--- src/rtl/memwin_pkg.sv ---
package memwin_pkg;
    localparam int CPU_AW     = 16;
    localparam int SMALL_OFFW = 14;
    localparam int BIG_OFFW   = SMALL_OFFW + 1;
    localparam int PAGE_W     = 8;
    localparam int CFG_W      = 8;
    localparam int PHYS_W     = PAGE_W + BIG_OFFW;
    localparam int NUM_PAGES  = 2;

    localparam int CFG_NOROM  = 0;
    localparam int CFG_RAMRO  = 1;
    localparam int CFG_CH8    = 2;
    localparam int CFG_SPLIT  = 3;
    localparam int CFG_CLK_LO = 4;
    localparam int CFG_CLK_HI = 5;
    localparam int CFG_PAN4   = 6;

    localparam int PG_MAIN = 0;
    localparam int PG_EXT  = 1;

    typedef enum logic {
        WIN_ONE_BIG   = 1'b0,
        WIN_TWO_SMALL = 1'b1
    } win_mode_e;

    typedef enum logic [1:0] {
        RGN_FIXED_ROM = 2'b00,
        RGN_FIXED_RAM = 2'b01,
        RGN_WIN_LO    = 2'b10,
        RGN_WIN_HI    = 2'b11
    } region_e;
endpackage

--- src/rtl/memwin_regs.sv ---
module memwin_regs
    import memwin_pkg::*;
#(
    parameter int P_W = PAGE_W,
    parameter int C_W = CFG_W,
    parameter int NP  = NUM_PAGES
) (
    input  logic           clk,
    input  logic           rst_n,
    input  logic [C_W-1:0] wdata,
    input  logic           cfg_we,
    input  logic [NP-1:0]  page_we,
    output logic [C_W-1:0] cfg_q,
    output logic [P_W-1:0] page_q [NP],
    output win_mode_e      mode_q
);
    win_mode_e mode_d;

    // configuration register
    always_ff @(posedge clk) begin
        if (!rst_n)      cfg_q <= '0;
        else if (cfg_we) cfg_q <= wdata;
    end

    // page registers, one per window
    for (genvar g = 0; g < NP; g++) begin : g_page
        always_ff @(posedge clk) begin
            if (!rst_n)          page_q[g] <= '0;
            else if (page_we[g]) page_q[g] <= wdata[P_W-1:0];
        end

        // a page holds unless its own strobe was high
        a_r10_page_hold: assert property (@(posedge clk) disable iff (!rst_n)
            !$past(page_we[g]) |-> $stable(page_q[g]));
    end

    // window mode state register
    always_ff @(posedge clk) begin
        if (!rst_n) mode_q <= WIN_ONE_BIG;
        else        mode_q <= mode_d;
    end

    // mode transitions: GO_SPLIT and GO_JOIN
    always_comb begin
        mode_d = mode_q;
        unique case (mode_q)
            WIN_ONE_BIG:   if (cfg_we && wdata[CFG_SPLIT])  mode_d = WIN_TWO_SMALL;
            WIN_TWO_SMALL: if (cfg_we && !wdata[CFG_SPLIT]) mode_d = WIN_ONE_BIG;
            default:       mode_d = WIN_ONE_BIG;
        endcase
    end

    // read-back follows the last write
    a_r2_readback: assert property (@(posedge clk) disable iff (!rst_n)
        $past(cfg_we) |-> cfg_q == $past(wdata));

    // the mode state agrees with the layout bit
    a_r6_mode_track: assert property (@(posedge clk) disable iff (!rst_n)
        (mode_q == WIN_TWO_SMALL) == cfg_q[CFG_SPLIT]);
endmodule

--- src/rtl/memwin_decode.sv ---
module memwin_decode
    import memwin_pkg::*;
#(
    parameter int P_W = PAGE_W,
    parameter int NP  = NUM_PAGES,
    localparam int PW = P_W + BIG_OFFW
) (
    input  logic              clk,
    input  logic              rst_n,
    input  logic [CPU_AW-1:0] addr,
    input  logic              req,
    input  logic              rom_off,
    input  win_mode_e         mode,
    input  logic [P_W-1:0]    page_q [NP],
    output logic              rom_cs,
    output logic              ram_cs,
    output logic [PW-1:0]     phys
);
    region_e                rgn;
    logic                   hit_rom;
    logic [SMALL_OFFW-1:0]  off_s;
    logic [BIG_OFFW-1:0]    off_b;

    assign rgn   = region_e'(addr[CPU_AW-1 -: 2]);
    assign off_s = addr[SMALL_OFFW-1:0];
    assign off_b = addr[BIG_OFFW-1:0];

    always_comb begin
        hit_rom = 1'b0;
        phys    = '0;
        unique case (rgn)
            RGN_FIXED_ROM: begin
                hit_rom = !rom_off;
                phys    = PW'(off_s);
            end
            RGN_FIXED_RAM: begin
                hit_rom = 1'b0;
                phys    = PW'({1'b1, off_s});
            end
            RGN_WIN_LO, RGN_WIN_HI: begin
                hit_rom = !rom_off;
                if (mode == WIN_ONE_BIG)
                    phys = {page_q[PG_MAIN], off_b};
                else if (rgn == RGN_WIN_LO)
                    phys = PW'({page_q[PG_MAIN], off_s});
                else
                    phys = PW'({page_q[PG_EXT], off_s});
            end
            default: begin
                hit_rom = 1'b0;
                phys    = '0;
            end
        endcase
    end

    assign rom_cs = req &&  hit_rom;
    assign ram_cs = req && !hit_rom;

    // selects are exclusive and idle without a request
    a_r7_cs_exclusive: assert property (@(posedge clk) disable iff (!rst_n)
        !(rom_cs && ram_cs));
    a_r7_cs_idle: assert property (@(posedge clk) disable iff (!rst_n)
        !req |-> !rom_cs && !ram_cs);
    // the fixed RAM quarter is small page 1 on RAM
    a_r4_fixed_ram: assert property (@(posedge clk) disable iff (!rst_n)
        req && addr[CPU_AW-1 -: 2] == 2'b01 |-> ram_cs && phys[PW-1:SMALL_OFFW] == 1);
endmodule

--- src/rtl/memwin_wprot.sv ---
module memwin_wprot
    import memwin_pkg::*;
#(
    parameter int PW = PHYS_W
) (
    input  logic          clk,
    input  logic          rst_n,
    input  logic          req,
    input  logic          wr,
    input  logic          ram_cs,
    input  logic          ro_en,
    input  logic [PW-1:0] phys,
    output logic          ram_we
);
    logic in_page0;

    assign in_page0 = (phys[PW-1:BIG_OFFW] == '0);
    assign ram_we   = req && wr && ram_cs && !(ro_en && in_page0);

    // a protected page never sees a write strobe
    a_r8_protect: assert property (@(posedge clk) disable iff (!rst_n)
        ro_en && phys < PW'(1 << BIG_OFFW) |-> !ram_we);
    a_r8_needs_write: assert property (@(posedge clk) disable iff (!rst_n)
        ram_we |-> wr && ram_cs);
endmodule

--- src/rtl/memwin_mapper.sv ---
module memwin_mapper
    import memwin_pkg::*;
(
    input  logic              clk,
    input  logic              rst_n,
    input  logic [CPU_AW-1:0] cpu_addr,
    input  logic              mem_req,
    input  logic              mem_wr,
    input  logic [CFG_W-1:0]  reg_wdata,
    input  logic              cfg_we,
    input  logic              page_main_we,
    input  logic              page_ext_we,
    output logic [CFG_W-1:0]  cfg_rdata,
    output logic              rom_cs,
    output logic              ram_cs,
    output logic [PHYS_W-1:0] phys_addr,
    output logic              ram_we,
    output logic [1:0]        clk_sel,
    output logic              chan8_en,
    output logic              pan4_en
);
    logic [CFG_W-1:0]     cfg_q;
    logic [PAGE_W-1:0]    page_q [NUM_PAGES];
    logic [NUM_PAGES-1:0] page_we;
    win_mode_e            mode_q;

    assign page_we[PG_MAIN] = page_main_we;
    assign page_we[PG_EXT]  = page_ext_we;

    memwin_regs #(.P_W(PAGE_W), .C_W(CFG_W), .NP(NUM_PAGES)) u_regs (
        .clk     (clk),
        .rst_n   (rst_n),
        .wdata   (reg_wdata),
        .cfg_we  (cfg_we),
        .page_we (page_we),
        .cfg_q   (cfg_q),
        .page_q  (page_q),
        .mode_q  (mode_q)
    );

    memwin_decode #(.P_W(PAGE_W), .NP(NUM_PAGES)) u_dec (
        .clk     (clk),
        .rst_n   (rst_n),
        .addr    (cpu_addr),
        .req     (mem_req),
        .rom_off (cfg_q[CFG_NOROM]),
        .mode    (mode_q),
        .page_q  (page_q),
        .rom_cs  (rom_cs),
        .ram_cs  (ram_cs),
        .phys    (phys_addr)
    );

    memwin_wprot #(.PW(PHYS_W)) u_wp (
        .clk    (clk),
        .rst_n  (rst_n),
        .req    (mem_req),
        .wr     (mem_wr),
        .ram_cs (ram_cs),
        .ro_en  (cfg_q[CFG_RAMRO]),
        .phys   (phys_addr),
        .ram_we (ram_we)
    );

    assign cfg_rdata = cfg_q;
    assign clk_sel   = cfg_q[CFG_CLK_HI:CFG_CLK_LO];
    assign chan8_en  = cfg_q[CFG_CH8];
    assign pan4_en   = cfg_q[CFG_PAN4];

    // side outputs follow the value written last
    a_r9_side_out: assert property (@(posedge clk) disable iff (!rst_n)
        $past(cfg_we) |-> clk_sel == $past(reg_wdata[5:4]) && pan4_en == $past(reg_wdata[6]));
endmodule

--- config.mk ---
export PLATFORM = sky130hd
export DESIGN_NAME = memwin_mapper
export DESIGN_NICKNAME = d
export VERILOG_FILES = /design/src/rtl/memwin_pkg.sv /design/src/rtl/memwin_regs.sv /design/src/rtl/memwin_decode.sv /design/src/rtl/memwin_wprot.sv /design/src/rtl/memwin_mapper.sv
export SDC_FILE = /design/constraint.sdc
export NUM_CORES = 1
export LEC_CHECK = 0
export BUFFER_PORTS_ARGS = -buffer_cell sky130_fd_sc_hd__buf_2
export CAP_MARGIN = 20
export CORE_MARGIN = 2
export CORE_UTILIZATION = 48
export CTS_CLUSTER_DIAMETER = 100
export DETAILED_ROUTE_END_ITERATION = 7
export MAX_ROUTING_LAYER = met4
export PLACE_DENSITY = 0.85
export SLEW_MARGIN = 10
export SYNTH_ARGS = -nofsm -noshare
export SYNTH_HDL_FRONTEND = slang
export SYNTH_HIERARCHICAL = 1
export SYNTH_SLANG_ARGS = --single-unit
export TNS_END_PERCENT = 1
--- constraint.sdc ---
create_clock -name clk -period 2.9 [get_ports clk]
set_input_delay 0.29 -clock clk [delete_from_list [all_inputs] [get_ports clk]]
set_output_delay 0.29 -clock clk [all_outputs]
set_load 0.03 [all_outputs]
==> Word level (Yosys, flattened, before mapping) <==
Index checks and enable logic that the tools add are counted.
{ "totals": {"reg_bits": 25, "latch_bits": 0, "ramBits": 0, "romBits": 0, "input_bits": 31, "out_inout_bits": 38, "elab_cells": 31, "mem_count": 0} }
{ "classes": {"addsub": 0, "n_mul": 0, "div": 0, "n_lt_le_gt_ge": 0, "n_eq_ne": 3, "n_shift": 0, "muxes": 7, "bitwise_logic": 1, "n_reduce_logical": 16} }
{ "ops": {"columns": ["cell", "count"], "rows": [
  ["one-hot mux 23 bit (3 select lines)", 1],
  ["two-way mux 23 bit", 1],
  ["two-way mux 22 bit", 1],
  ["logical AND 1 bit", 8],
  ["logical NOT 8 bit", 1],
  ["equality test 2 bit (second input constant)", 2],
  ["logical NOT 1 bit", 4],
  ["one-hot mux 1 bit (2 select lines)", 2],
  ["OR reduction 3 bit", 1],
  ["equality test 2 x 1 -> 1 bit (second input constant)", 1],
  ["logical NOT 2 bit", 1],
  ["two-way mux 1 bit", 2],
  ["OR reduction 2 bit", 1],
  ["inverter 1 bit", 1]
]} }

==> Longest topological paths before layout <==
Gate-level depths: netlist (run 1).
{ "depth": {"word_depth": 8, "ltp_mapped": 5} }

==> Cells and area by module <==
The synthesis (run 1) kept the hierarchy.
{ "by_module_without_submodules": {"columns": ["module", "n_inst", "cells_each", "area_per_inst_um2", "seq_area_each_um2"], "rows": [
  ["memwin_regs", 1, 78, 922.1, 480.5],
  ["memwin_decode", 1, 45, 327.8, 0.0],
  ["memwin_wprot", 1, 5, 35.0, 0.0],
  ["memwin_mapper", 1, 4, 30.0, 0.0]
]} }

==> Worst setup path after synthesis (run 1) <==
OpenSTA, ideal clock, no wires.
{ "synth_path": {"kind": "register to output", "start": "register with a tool-made name", "end": "output port ram_we", "arrival_time_ns": 1.904, "t_required_ns": 2.610, "path_slack_ns": 0.706, "stages_incl_launch_ff": 6, "path_buffers": 1, "path_cell_list": "dfxtp_1 buf_6 o21ai_1 a21oi_1 nor4b_2 a31oi_1"} }
{ "synth_lines": {"columns": ["item", "line_no", "text"], "rows": [
  ["to (decl)", "memwin_mapper.sv:17", "output logic ram_we,"]
]} }

==> results of run 1 <==
==> critical path: cells and delay by family (launching register included) <==
kind                   cells  cell delay (ns)
AOI/OAI and AO/OA          3             0.65
buffers and inverters      1             0.23
DFF                        1             0.69
and+or+nand+nor            1             0.09
==> how the worst max path moves through the flow <==
stage,end,slack [ns],startpoint,depth (start not counted)
floorplan,ram_we,0.71,flip-flop,5
global placement,ram_we,1.17,flip-flop,5
detailed placement,ram_we,1.03,flip-flop,5
CTS,ram_we,0.66,flip-flop,5
global route,ram_we,0.49,flip-flop,5
finish,ram_we,0.66,flip-flop,5
==> routing by layer <==
metal | share of wire [%] | track usage, % | vias to the layer above
met1 | 41 | 20.71 | 437
li1 | - | - | 464
met4 | 1.6 | 6.122 | 0
met3 | 6.4 | 3.687 | 10
met2 | 51 | 32.27 | 31
met5 | 0 | - | -
==> sequential cells by signal, indices dropped and copies added (netlist names), named ones only <==
register	count
u_regs/page_q	16
u_regs/cfg_q	7
==> where the power goes <==
part | internal (mW) | switching (mW) | total (mW)
logic | 0.0575 | 0.0920 | 0.149
registers | 0.350 | 0.0165 | 0.366
clock network | 0.0767 | 0.0975 | 0.174
==> area by class of cell <==
type | instances | area, um2 | area share [%]
inverters | 1 | 3.754 | 0.2730
repair buffers | 40 | 200.2 | 14.56
multi-input cells | 80 | 616.8 | 44.86
flip-flops and latches | 24 | 480.5 | 34.94
well taps | 30 | 37.54 | 2.730
clock buffers | 4 | 36.28 | 2.639
==> logic make-up after synthesis <==
| family | Yosys count | synth area share [%] |
|---|---|---|
| and+or+nand+nor | 31 | 15.79 |
| DFF | 24 | 36.54 |
| buffers and inverters | 28 | 16.55 |
| muxes | 31 | 23.60 |
| AOI/OAI and AO/OA | 18 | 7.516 |
==> cells in the mapped netlist, types with 2 or more instances <==
master   count  area (um2)
buf_4       19       142.6
nor2b_1     24       150.1
buf_6        5       56.30
buf_2        3       15.01
o21ai_1      2       10.01
a31oi_1      2       12.51
dfxtp_1     24       480.5
o21ai_0      5       25.02
mux2i_1     31       310.3
a21oi_1      7       35.03
==> metrics by stage <==
step | utilization, % | instances | hold slack (ns) | worst slack, ns | area, um2
floorplan | - | 132 | 0.4182 | 0.7056 | 1315
global placement | 52.61 | 175 | 0.4986 | 1.166 | 1339
detailed placement | 52.61 | 175 | 0.5051 | 1.035 | 1339
CTS | 54.03 | 179 | 0.2552 | 0.6637 | 1375
global route | 54.03 | 179 | 0.2581 | 0.4944 | 1375
finish | 54.03 | 179 | 0.2598 | 0.6550 | 1375
==> impl_metrics.ini, run 1 <==
[outcome]
status = complete, no violations

[worst_setup_path]
cp_data_arrival_time_ns = 1.95
r2r_cells = 2
cp_max_fo = 19
critical_path_class = flip-flop to output port
max_stage_delay_ns = 0.69
r2r_slack_ns = 1.88
crit_chain = o21ai_0 -> a21oi_1 -> nor4b_2 -> a31oi_1 -> buf_2
cp-start-kind = flip-flop
required_ns = 2.61
slowest_stage = dfxtp_1
critPathCaptureType = output port

[synthesis]
synthArstFlopShare_pct = 0
synth_fp_nets = 163
seq_area_frac_synth_pct = 36.54
yosys_most_used_dff = dfxtp_1
syn_area_per_cell_um2 = 9.962
synth_cell_type_count = 20
yosysWarnings = 6
synth_enable_flop_cells = 0
netlist_instances = 132
ys_ff_latch = 24
synthesis.area_um2 = 1315

[die]
rows = 18
die_w_um = 56.34
ios = 69
start_util_pct = 51.67
coreArea_um2 = 2545
dieArea_um2 = 3174
die_y_um = 56.34

[hold_path]
worstHoldStart = reg_wdata[0]
hp-class = input pin to flip-flop
hold_end = u_regs/page_q[0]$_SDFFE_PN0P_
min_path_cells = 3

[route]
drt_iter0_drc = 12
post_drt_wl_per_cell_um = 15.34
ant_nets = 0
viasPerCell = 5.263
drc_errors = 0
firstDrtPassIters = 3
via_count = 942
wl_mm = 2.745

[sta]
finalCritPeriodShare_pct = 77.41
fin_tns_setup_ns = 0
hold_viol = 0
fin_crit_ns = 2.245
skew_ns = 0
slew_headroom_pct = 63.58
rsz0062_at_grt = false
fmax_mhz = 445.4
maxSlewViolCount = 0
worst_pin_slew_ns = 0.5455
setup_violations = 0

[place]
gp_congestion = 0.8042
io_buffers = 40
dpl.hpwl_mm = 2.059

[pwr]
p_per_area_nw_per_um2 = 501.6
leakage_nw = 0.6761
finalPower_mw = 0.6897
irDropWorstVdd_mv = 0.3162

[clocking]
cts_buffers = 3
clock_latency_ns = 0.30
postCtsSetupBuffers = 0
cts.sinks = 24
clkTransAtPathRegs_ns = 0.13
clk_path_buf_depth = 2
root_buffer = clkbuf_4
hold_buffers = 0
cts_tree = yes
htree_levels = 1
cts_resized = 0

[finish]
fill_cells = 242
layout-drive-gt1-share_pct = 30.87
final_common_cell = buf_2
finish.net_count = 181
area_delta_synth_final_pct = 4.567
diodes = 0
layout_common_cells = buf_2, mux2i_1, nor2b_1, dfxtp_1, a21oi_1

[global_routing]
first_global_vias = 928
antenna_found_initial = 0
grtUsageTotal_pct = 18.34
overflow = 0
grt_max_degree = 25
grt_pass1_wl_mm = 4.491

[flow_run]
drv_cap = 0
Power figures use the tool's default switching activity.
==> run 2: changes to the inputs <==
--- a/config.mk
+++ b/config.mk
@@ -8,11 +8,11 @@
 export BUFFER_PORTS_ARGS = -buffer_cell sky130_fd_sc_hd__buf_2
 export CAP_MARGIN = 20
 export CORE_MARGIN = 2
-export CORE_UTILIZATION = 48
+export CORE_UTILIZATION = 40
 export CTS_CLUSTER_DIAMETER = 100
 export DETAILED_ROUTE_END_ITERATION = 7
 export MAX_ROUTING_LAYER = met4
-export PLACE_DENSITY = 0.85
+export PLACE_DENSITY = 0.76
 export SLEW_MARGIN = 10
 export SYNTH_ARGS = -nofsm -noshare
 export SYNTH_HDL_FRONTEND = slang
==> constraint.sdc (replaced) <==
create_clock -name clk -period 1.8 [get_ports clk]
set_input_delay 0.18 -clock clk [delete_from_list [all_inputs] [get_ports clk]]
set_output_delay 0.18 -clock clk [all_outputs]
set_load 0.03 [all_outputs]
==> run 2 against run 1 <==
Against the previous run:
- register-to-register slack worse by 0.90 ns
- critical endpoint unchanged
- clock power up 30%
- design area up 5.9%
- largest cell class unchanged
==> impl_metrics.ini, run 2 (same netlist as run 1, synthesis figures left out) <==
[outcome]
status = complete, no violations

[die]
rows = 20
ios = 69
dieArea_um2 = 3762
coreArea_um2 = 3078
die_y_um = 61.34
die_w_um = 61.34
start_util_pct = 42.72

[place]
dpl.hpwl_mm = 2.223
io_buffers = 40
gp_congestion = 0.7877
pre_cts_slack_ns = 0.2157

[worst_setup_path]
slowest_stage = dfxtp_4
cp_max_fo = 6
max_stage_delay_ns = 0.38
required_ns = 1.62
cp-start-kind = flip-flop
cp_data_arrival_time_ns = 1.61
critPathCaptureType = output port
r2r_cells = 3
r2r_slack_ns = 0.98
crit_chain = buf_4 -> o21ai_0 -> a21oi_2 -> nor3_2 -> a31oi_2 -> buf_6
critical_path_class = flip-flop to output port

[pwr]
clkPwrFrac_pct = 20.9
switching_share_pct = 31.11
irDropWorstVdd_mv = 0.3615
p_per_area_nw_per_um2 = 741.3
pwr-share-comb_pct = 24.8
p_sw_mw = 0.3358
leakage_nw = 0.6920
p_int_mw = 0.7438
seq_power_share_pct = 54.3

[clocking]
htree_levels = 1
root_buffer = clkbuf_4
cts.sinks = 24
clkTransAtPathRegs_ns = 0.12
cts_buffers = 3
clk_path_buf_depth = 2
clock_latency_ns = 0.29
cts_tree = yes
hold_buffers = 0

[global_routing]
antenna_found_initial = 0
grtUsageTotal_pct = 16.75
grt_max_degree = 25
overflow = 0
grt_pass1_wl_mm = 4.540
first_global_vias = 950

[sta]
setup_violations = 0
rsz0062_at_grt = true
fmax_mhz = 559.2
fin_crit_ns = 1.788
setup_ws_ns = 0.01178
maxSlewViolCount = 0
hold_slack_ns = 0.1671
slew_headroom_pct = 77.55
skew_ns = 0
finalCritPeriodShare_pct = 99.35
worst_pin_slew_ns = 0.3368
hold_viol = 0

[finish]
layout_common_cells = buf_2, mux2i_1, nor2b_1
layout-drive-gt1-share_pct = 38.82
final_common_cell = buf_2
finish.net_count = 185
area_delta_synth_final_pct = 10.75
diodes = 0
top_regs = u_regs/page_q x16, u_regs/cfg_q x7
utilization_pct = 47.32
largest_register_ff_count = 16
regMostFlops = u_regs/page_q

[route]
firstDrtPassIters = 4
post_drt_wl_per_cell_um = 15.12
wl_mm = 2.964
via_count = 974
viasPerCell = 4.969
drt_iter0_drc = 19
drc_errors = 0
ant_nets = 0

[hold_path]
hp-class = input pin to flip-flop
min_path_cells = 3

[flow_run]
drv_cap = 0
[run 2: layout make-up]
class                   instances  area (um2)
flip-flops and latches         24       484.2
clock buffers                   3       22.52
well taps                      44       55.05
repair buffers                 44       236.5
multi-input cells              80       654.4
fillers                       292        1622
inverters                       1       3.754
[run 2: worst paths after layout]
path	startpoint	to
worst max-delay path	flip-flop	ram_we
worst max register to register	flip-flop	flip-flop
worst min-delay path	reg_wdata[5]	u_regs/page_q[5]$_SDFFE_PN0P_
worst min register to register	u_regs/page_q[7]$_SDFFE_PN0P_	u_regs/page_q[7]$_SDFFE_PN0P_
[run 2: power by group through the flow]
| stage | Combinational [mW] | Sequential (mW) | Clock [mW] |
|---|---|---|---|
| after CTS | 0.267 | 0.586 | 0.231 |
| after detailed placement | 0.260 | 0.598 | 0 |
| after floorplan | 0.241 | 0.611 | 0 |
| after global placement | 0.252 | 0.596 | 0 |
| after global routing | 0.285 | 0.591 | 0.250 |
| final | 0.267 | 0.587 | 0.226 |
[run 2: critical path, delay by kind of cell, from the launching register on]
kind,cells,cell delay [ns]
and+or+nand+nor,1,0.14
AOI/OAI and AO/OA,3,0.48
DFF,1,0.38
buffers and inverters,2,0.31
[run 2: stage by stage]
stage	setup TNS, ns	cells	power [mW]	cell area, um2
4_1_cts	0	196	1.084	1449
2_1_floorplan	0	132	0.8518	1340
3_3_place_gp	0	192	0.8482	1404
6_report	0	196	1.080	1456
5_1_grt	-0.06683	196	1.126	1456
3_5_place_dp	0	192	0.8581	1404
[run 2: what timing repair did]
item / CTS / global route
endpoints found under the setup margin: 1 / 1
gates resized for setup: 6 / 2
buffers inserted: 1 / 0
[run 2: layer usage]
metal	share of wire (%)	up-vias	global-route usage, %
met5	0	-	-
met4	0.40	0	3.951
met3	7.3	4	2.731
met2	51	33	28.42
met1	42	464	20.88
li1	-	473	-
